## config.mk

```make
export PLATFORM = sky130hd
export DESIGN_NAME = staircase_window_dec
export DESIGN_NICKNAME = d
export VERILOG_FILES = /design/src/rtl/staircase_window_dec.sv
export SDC_FILE = /design/constraint.sdc
export NUM_CORES = 1
export LEC_CHECK = 0
export ABC_AREA = 1
export BUFFER_PORTS_ARGS = -buffer_cell sky130_fd_sc_hd__buf_4
export CORE_UTILIZATION = 24
export CTS_CLUSTER_DIAMETER = 200
export DETAILED_ROUTE_END_ITERATION = 6
export PLACE_DENSITY = 0.35
export RECOVER_POWER = 50
export SETUP_SLACK_MARGIN = 0.4
export SLEW_MARGIN = 20
export SYNTH_ARGS = -nofsm -noshare
export SYNTH_HDL_FRONTEND = slang
export SYNTH_SLANG_ARGS = --single-unit
```

## constraint.sdc

```tcl
create_clock -name clk -period 9.18 [get_ports clk]
set_clock_uncertainty 0.05 [all_clocks]
set_input_delay 0.918 -clock clk [delete_from_list [all_inputs] [get_ports clk]]
set_output_delay 0.918 -clock clk [all_outputs]
set_load 0.02 [all_outputs]
```

## src/rtl/staircase_window_dec.sv

```systemverilog
module staircase_window_dec #(
  parameter int MAX_ITER = 4
) (
  input  logic       clk,
  input  logic       rst_n,
  input  logic       in_valid,
  input  logic [7:0] in_row,
  output logic       busy,
  output logic       out_valid,
  output logic [7:0] out_row,
  output logic       done
);
  localparam int IW  = (MAX_ITER > 1) ? $clog2(MAX_ITER) : 1;
  localparam int DCW = $clog2(16 * MAX_ITER + 1);

  typedef enum logic [1:0] {S_IDLE, S_SYN, S_DEC, S_OUT} st_t;

  st_t              st;
  logic [2:0]       cnt, ptr;
  logic [63:0]      stg, b0, b1, b2;
  logic [7:0][4:0]  synh, synv, hinit, vinit;
  logic             fam, moved;
  logic [IW-1:0]    iter;

  function automatic logic [3:0] nidx(input logic [2:0] j);
    return (j == 3'd7) ? 4'd8 : {1'b0, j};
  endfunction

  function automatic logic [3:0] oidx(input logic [2:0] j);
    return (j == 3'd0) ? 4'd7 : {1'b1, j};
  endfunction

  function automatic logic [4:0] wsyn(input logic [7:0] ob, input logic [7:0] nb);
    logic [4:0] s;
    s = '0;
    for (int j = 0; j < 8; j++) begin
      if (nb[j]) s = s ^ {1'b1, nidx(3'(j))};
      if (ob[j]) s = s ^ {1'b1, oidx(3'(j))};
    end
    return s;
  endfunction

  function automatic logic [7:0] colof(input logic [63:0] x, input logic [2:0] k);
    logic [7:0] c;
    for (int r = 0; r < 8; r++) c[r] = x[r*8 + int'(k)];
    return c;
  endfunction

  always_comb begin
    for (int k = 0; k < 8; k++) begin
      hinit[k] = wsyn(colof(b0, 3'(k)), b1[k*8 +: 8]);
      vinit[k] = wsyn(colof(b1, 3'(k)), b2[k*8 +: 8]);
    end
  end

  logic [4:0] cur_syn;
  logic [3:0] pos;
  logic [2:0] pj;
  logic       fix, in_new, last, stop;

  assign cur_syn = fam ? synv[ptr] : synh[ptr];
  assign pos     = cur_syn[3:0];
  assign fix     = (st == S_DEC) && cur_syn[4];
  assign in_new  = (pos == 4'd8) || (pos < 4'd7);
  assign pj      = (pos == 4'd8) ? 3'd7 : (pos == 4'd7) ? 3'd0 : pos[2:0];
  assign last    = fam && (ptr == 3'd7);
  assign stop    = last && (!(moved || fix) || iter == IW'(MAX_ITER - 1));

  assign busy      = (st != S_IDLE);
  assign out_valid = (st == S_OUT);
  assign out_row   = b0[{cnt, 3'b000} +: 8];
  assign done      = (st == S_OUT) && (cnt == 3'd7);

  always_ff @(posedge clk or negedge rst_n) begin
    if (!rst_n) begin
      st <= S_IDLE; cnt <= '0; ptr <= '0; fam <= 1'b0; moved <= 1'b0; iter <= '0;
      stg <= '0; b0 <= '0; b1 <= '0; b2 <= '0; synh <= '0; synv <= '0;
    end else begin
      case (st)
        S_IDLE: if (in_valid) begin
          stg[{cnt, 3'b000} +: 8] <= in_row;
          if (cnt == 3'd7) begin
            b0 <= b1; b1 <= b2; b2 <= {in_row, stg[55:0]};
            cnt <= '0; st <= S_SYN;
          end else cnt <= cnt + 3'd1;
        end
        S_SYN: begin
          synh <= hinit; synv <= vinit;
          fam <= 1'b0; ptr <= '0; iter <= '0; moved <= 1'b0;
          st <= S_DEC;
        end
        S_DEC: begin
          if (fix) begin
            moved <= 1'b1;
            if (!fam) begin
              synh[ptr] <= '0;
              if (in_new) begin
                b1[{ptr, pj}] <= ~b1[{ptr, pj}];
                synv[pj] <= synv[pj] ^ {1'b1, oidx(ptr)};
              end else b0[{pj, ptr}] <= ~b0[{pj, ptr}];
            end else begin
              synv[ptr] <= '0;
              if (in_new) b2[{ptr, pj}] <= ~b2[{ptr, pj}];
              else begin
                b1[{pj, ptr}] <= ~b1[{pj, ptr}];
                synh[pj] <= synh[pj] ^ {1'b1, nidx(ptr)};
              end
            end
          end
          if (last) begin
            if (stop) begin
              st <= S_OUT; cnt <= '0;
            end else begin
              iter <= iter + 1'b1; moved <= 1'b0; fam <= 1'b0; ptr <= '0;
            end
          end else begin
            ptr <= ptr + 3'd1;
            if (ptr == 3'd7) fam <= 1'b1;
          end
        end
        S_OUT: begin
          if (cnt == 3'd7) begin
            st <= S_IDLE; cnt <= '0;
          end else cnt <= cnt + 3'd1;
        end
        default: st <= S_IDLE;
      endcase
    end
  end

  logic [DCW-1:0] dec_cycles;
  always_ff @(posedge clk or negedge rst_n) begin
    if (!rst_n) dec_cycles <= '0;
    else if (st == S_SYN) dec_cycles <= '0;
    else if (st == S_DEC) dec_cycles <= dec_cycles + 1'b1;
  end


  dec_bound_chk: assert property (@(posedge clk) disable iff (!rst_n)
    (st == S_DEC) |-> (dec_cycles < DCW'(16 * MAX_ITER)));


  fail_hold_chk: assert property (@(posedge clk) disable iff (!rst_n)
    (st == S_DEC && cur_syn != 5'd0 && !cur_syn[4]) |=> ($stable(b0) && $stable(b1) && $stable(b2)));


  syn_clear_chk: assert property (@(posedge clk) disable iff (!rst_n)
    (st == S_DEC && !fam && cur_syn[4]) |=> (synh[$past(ptr)] == 5'd0));


  shift_chk: assert property (@(posedge clk) disable iff (!rst_n)
    (st == S_IDLE && in_valid && cnt == 3'd7) |=> (b0 == $past(b1) && b1 == $past(b2) && busy));


  stop_chk: assert property (@(posedge clk) disable iff (!rst_n)
    (st == S_DEC && last && !moved && !cur_syn[4]) |=> out_valid);


  done_chk: assert property (@(posedge clk) disable iff (!rst_n)
    done |=> (!busy && !out_valid));
endmodule

```

==> results.tsv, run 1 <==
metric	value	unit
run status	complete, but fails checks	
violated checks	max-capacitance violations, max-slew violations	
Final WS setup	2.51	ns
Num CTS Buffers	50	
Core Region	122000	µm²
die area	125000	µm²
Clock transition at path regs	0.06	ns
CP Depth	8	
Final #Nets	4312	
Detailed Place HPWL	144	mm
total track usage	0.305	
worst-margin pin slew	4.18	ns
DR vias/cell	5.43	
CTS tree	yes	
CP most frequent cell	clkbuf_1	
Worst path slowest cell	clkbuf_1	
DP Worst Slack	3.29	ns
Setup TNS	0	ns
Critical Path RT	8.21	ns
pin count of the biggest net entering global routing	121	
Starting Density	0.242	
crit path cell chain	clkbuf_1 -> clkbuf_1 -> inv_1 -> clkbuf_1 -> o21ai_0 -> a221oi_1 -> a31oi_1 -> buf_4	
Reg2Reg Depth	20	
Crit. End Element	output port	
f_max	150	MHz
synthesized net count	4430	
endpoints failing hold	0	
post-synthesis cell area	29600	µm²
Fin Hold WS	0.426	ns
final worst-path cycle share	0.726	
Final Critical Period	6.67	ns
Post-synth EDFFs	0	
post-synthesis sequential area ratio	0.288	
max cap viols	3	
GR Overflow Total	0	
clk sinks	340	
Std-Cell Rows	128	
clk root buf	clkbuf_16	
synth cell count leaders	902 x nand2_1, 498 x nor2_1, 415 x inv_1	
Yosys top cell by area	dfrtp_1	
Pins Over Slew Limit	146	
number of global-route vias before repair	30400	
share of layout cells above drive strength 1	0.0589	
post-synth top area share	0.288	
first-pass GRT wire length	265	mm
CP delay by family, top	buffers and inverters	
Syn Inst Count	4403	
initial antenna violation count	8	
normalized max-slew margin	-1.79	
worst-skew pair later-pin latency	0.70	ns
H-tree Lvls	2	
critical path buffer and inverter count	5	
Final Wtd Congestion	1.02	
CP arrival	5.70	ns
worst-case clock buffer depth	3	
Netlist cell types	52	
Pre-Repair DR Iteration Count	6	
DRT Wirelength	195	mm
Final ANT Viol Nets	0	
async set-reset flop share out of synthesis	1.00	
I/O Buffers	21	
Setup CP Type	reg -> out	
wire per inst	32.7	µm
Syn Area/Cell	6.71	µm²
Chip Width	353	µm
leading cell types by total area after synthesis	dfrtp_1 29%, nand2_1 11%, xnor2_1 8.2%, xor2_1 7.4%, nor2_1 6.3%	
CP Launch Type	flop	
CP peak stage delay	1.01	ns
area grow syn2layout	11.5	%
FF+latch count, synth	340	
via count	32400	
Hold Path Class	reg -> reg	
initial drt markers	4121	
setup violators final	0	
count leader, synth	nand2_1	
YS warnings	0	
post-CTS setup buffer count	0	
Top FF cell, synth	dfrtp_1	
die span in y	353	µm
WHS Path Cells	2	
post_cts resized	0	
CP max FO	34	
Remaining DRCs	0	
hold buffers post-CTS	0	
Ports	22	
Reg2Reg Setup Slack	3.15	ns
RSZ-0062 raised after global routing	no	
==> logic make-up after synthesis <==
logic type               synth area share
AO/OA/AOI/OAI                       0.200
XOR/XNOR                            0.156
adder cells (fa/ha/maj)           0.00677
buffers and inverters               0.102
flip-flops                          0.288
AND/OR/NAND/NOR                     0.247
==> registers in the layout (all words and copies together), names as in the netlist, 3 cells and up <==
signal / count
b0: 64
b1: 64
b2: 64
cnt: 3
ptr: 3
stg: 56
synh: 40
synv: 40
==> final timing paths <==
check	start	endpoint
max in group asynchronous	rst_n	b0[38]$_DFFE_PN0P_
worst min-delay path	iter[1]$_DFFE_PN0P_	iter[1]$_DFFE_PN0P_
worst max register to register	ptr[1]$_DFFE_PN0P_	b1[61]$_DFFE_PN0P_
worst min register to register	iter[1]$_DFFE_PN0P_	iter[1]$_DFFE_PN0P_
min in group asynchronous	rst_n	b1[43]$_DFFE_PN0P_
worst max-delay path	cnt[0]$_DFFE_PN0P_	out_row[7]
==> worst reg2reg max path: stages, from the launching register on <==
cell	delay (ns)
dfrtp_1	0.75
inv_4	0.23
nand2_2	0.14
nor2_4	0.10
nand2_1	0.11
nand2_1	0.06
inv_1	0.06
nand3_1	0.10
nand2_2	0.15
nand4_4	0.47
nand2_4	0.65
buf_4	0.63
nand2_1	0.10
nand3_1	0.12
o21ai_1	0.08
o21ai_1	0.23
nand2_1	0.13
nor2_4	0.68
buf_4	0.69
nand3_1	0.21
a21oi_1	0.21
==> per-stage QoR <==
step / instance area (µm²) / instances / util
finish: 33000 / 5956 / 0.270
global route: 33000 / 5952 / 0.270
CTS: 33000 / 5952 / 0.270
detailed placement: 31300 / 5858 / 0.256
global placement: 31300 / 5858 / 0.256
floorplan: 29600 / 4403 / -
==> layout make-up <==
class / instances / area [µm²]
Multi-Input combinational cell: 3329 / 18100
Tap cell: 1625 / 2030
Clock buffer: 78 / 1480
Clock inverter: 16 / 219
Inverter: 438 / 1670
Timing Repair Buffer: 126 / 945
Sequential cell: 340 / 8510
Antenna cell: 4 / 10.0
Fill cell: 13800 / 89100
==> metal layers <==
metal,track usage,share of wire
met3,0.0607,0.090
met2,0.449,0.42
met4,0.159,0.061
met5,0,0.00030
met1,0.417,0.43
==> layout by cell type (no fill, tap or decap), types with 8 or more instances in the layout <==
cell type | Yosys | routed
nand2_1 | 902 | 901
nor2_1 | 498 | 494
inv_1 | 415 | 412
a21oi_1 | 362 | 362
dfrtp_1 | 340 | 339
nand3_1 | 294 | 293
xnor2_1 | 278 | 278
xor2_1 | 249 | 249
o21ai_0 | 242 | 242
buf_4 | 19 | 117
a22oi_1 | 110 | 110
o22ai_1 | 53 | 53
a31oi_1 | 52 | 52
clkbuf_16 | 0 | 50
a221oi_1 | 44 | 44
o21ai_1 | 38 | 38
nor3_1 | 28 | 27
a211oi_1 | 25 | 25
nand4_1 | 24 | 24
o211ai_1 | 24 | 24
clkbuf_1 | 205 | 23
ha_1 | 16 | 15
clkinv_2 | 1 | 13
a21boi_1 | 12 | 12
clkbuf_8 | 0 | 12
inv_2 | 10 | 10
o2111ai_1 | 10 | 10
clkinv_1 | 10 | 8
o21a_1 | 8 | 8
nand2_2 | 9 | 8
nor2_4 | 6 | 8
Power of run 1 is left out: the tool's default activity adds up to more than one toggle a clock period on the data nets, which glitch-free logic cannot reach.
==> run 2, diff against run 1 <==
- ABC_AREA: 1 -> 0
- PLACE_DENSITY: 0.35 -> 0.37
- clock period: 9.18 -> 5.85 ns (I/O delays scaled with it)
==> run 2 against run 1 <==
  * The run still ends with max-capacitance violations, max-slew violations left
  * Count of clock-buffer cells in the layout is 12 lower
  * Flip-flop and latch count did not move
  * Wire length fell by 8.8%
  * Die area down 14%
==> results.tsv, run 2 <==
metric	value	unit
run status	complete, but fails checks	
violated checks	max-capacitance violations, max-slew violations	
Layout Cells excl Fill	4348	
Std-Cell Rows	119	
CP arrival	5.98	ns
Chip Width	328	µm
post-synth top area share	0.334	
pin count of the biggest net entering global routing	131	
via count	26900	
async set-reset flop share out of synthesis	1.00	
Remaining DRCs	0	
Final Critical Period	5.48	ns
area grow syn2layout	15.6	%
Critical Path RT	6.35	ns
RSZ-0062 raised after global routing	no	
CP Launch Point	ptr[2]$_DFFE_PN0P_	
Syn Inst Count	2931	
number of global-route vias before repair	25200	
Pins Over Slew Limit	68	
post-placement cell area	27900	µm²
Reg2Reg Setup Slack	0.37	ns
DR vias/cell	6.18	
# placed instances	4261	
initial antenna violation count	14	
die area	108000	µm²
total track usage	0.323	
Pre-Repair DR Iteration Count	7	
Syn Area/Cell	8.70	µm²
post-synthesis cell area	25500	µm²
share of layout cells above drive strength 1	0.142	
Top FF cell, synth	dfrtp_1	
Final Wtd Congestion	1.05	
synth cell count leaders	350 x xnor2_1, 340 x dfrtp_1, 313 x nand2_1	
Final ANT Viol Nets	0	
Clock transition at path regs	0.06	ns
Reg2Reg Depth	11	
worst-margin pin slew	4.37	ns
max cap viols	1	
launching point of the worst reg2reg path	ptr[2]$_DFFE_PN0P_	
YS warnings	0	
Hold Path Class	in -> reg	
Setup CP Type	reg -> reg	
most common cell after layout, fill and taps aside	xnor2_1	
clk sinks	340	
Reg-to-Reg End	b1[18]$_DFFE_PN0P_	
FF+latch count, synth	340	
die span in y	328	µm
worst-case clock buffer depth	3	
worst-skew pair later-pin latency	0.65	ns
wire per inst	40.8	µm
f_max	183	MHz
CP Launch Type	flop	
setup violators final	0	
Crit. End Element	flop	
clk root buf	clkbuf_16	
commonest cells after routing, fill and taps aside	349 x xnor2_1, 336 x dfrtp_1, 311 x nand2_1	
crit path capture	b1[18]$_DFFE_PN0P_	
endpoints failing hold	0	
leading cell types by total area after synthesis	dfrtp_1 33%, xnor2_1 12%, nand2_1 4.6%, a21oi_1 4.4%, mux2i_1 3.4%	
synthesized net count	2958	
Num CTS Buffers	44	
post-synthesis sequential area ratio	0.334	
initial drt markers	3932	
GR Overflow Total	0	
Core Region	105000	µm²
Filler cells	11200	
normalized max-slew margin	-1.92	
CTS tree	yes	
CP max FO	25	
Multi-input gate area	15900	µm²
Setup TNS	0	ns
H-tree Lvls	2	
Starting Density	0.242	
first-pass GRT wire length	236	mm
final worst-path cycle share	0.936	
Final #Nets	2945	
biggest regs	b0 x64, b1 x64, b2 x64	
count leader, synth	xnor2_1	
DRT Wirelength	177	mm
Netlist cell types	87	
Final Cell Area	29500	µm²
FF+latch area	8510	µm²
Ports	22	
Post-synth EDFFs	0	
Yosys top cell by area	dfrtp_1	
I/O Buffers	21	
Detailed Place HPWL	133	mm
-- run 2: cell type report --
class | instances | area share
multi-input cells | 2294 | 0.540
flip-flops and latches | 340 | 0.289
well taps | 1391 | 0.0591
repair buffers | 210 | 0.0578
clock buffers | 66 | 0.0439
clock inverters | 13 | 0.00590
inverters | 28 | 0.00361
diodes | 6 | 0.000510
-- run 2: worst max-delay path, cell delays in order (launching register included) --
cell and delay, ns:
dfrtp_2 0.74, buf_4 0.35, mux2i_1 0.12, mux4_2 0.51
nor2b_1 0.26, nor2_4 0.77, nor2_1 0.32, a221oi_1 0.45
o221ai_1 0.23, a32oi_2 0.63, nand3b_1 0.61, a21oi_1 0.31
-- run 2: logic make-up after synthesis --
kind of cell	Yosys count	synth area share
and+or+nand+nor	685	0.119
adders and majority gates	16	0.00785
DFF	340	0.334
buffers and inverters	297	0.0497
muxes	174	0.0811
xor gates and xnor gates	440	0.151
AOI/OAI and AO/OA	979	0.258
-- run 2: how the worst min path moves through the flow --
stage / startpoint / to / cells after the start
CTS: in_row[3] / stg[27]$_DFFE_PN0P_ / 3
finish: in_row[4] / stg[28]$_DFFE_PN0P_ / 3
global route: in_row[0] / stg[24]$_DFFE_PN0P_ / 3
floorplan: rst_n / b0[0]$_DFFE_PN0P_ / 0
global placement: stg[12]$_DFFE_PN0P_ / stg[12]$_DFFE_PN0P_ / 2
detailed placement: stg[14]$_DFFE_PN0P_ / stg[14]$_DFFE_PN0P_ / 2
-- run 2: through the flow --
stage	setup slack, ns	hold WS [ns]	util
4_1_cts	0.643	0.226	0.280
3_3_place_gp	0.376	0.423	0.265
6_report	0.372	0.232	0.280
3_5_place_dp	0.647	0.422	0.266
2_1_floorplan	2.13	0.239	-
5_1_grt	0.410	0.252	0.280
-- run 2: routing by layer --
layer,global-route usage,part of all wire
met5,0,0.00030
met2,0.459,0.41
met1,0.426,0.41
met3,0.0870,0.10
met4,0.212,0.078
-- run 2: timing repair --
item / CTS / global route
hold buffers: 1 / 0
setup endpoints to repair: 0 / 2
buffers inserted: 0 / 0
resized for setup: 0 / 1
endpoints found under the hold margin: 66 / 0
Power of run 2 is left out for the same reason.
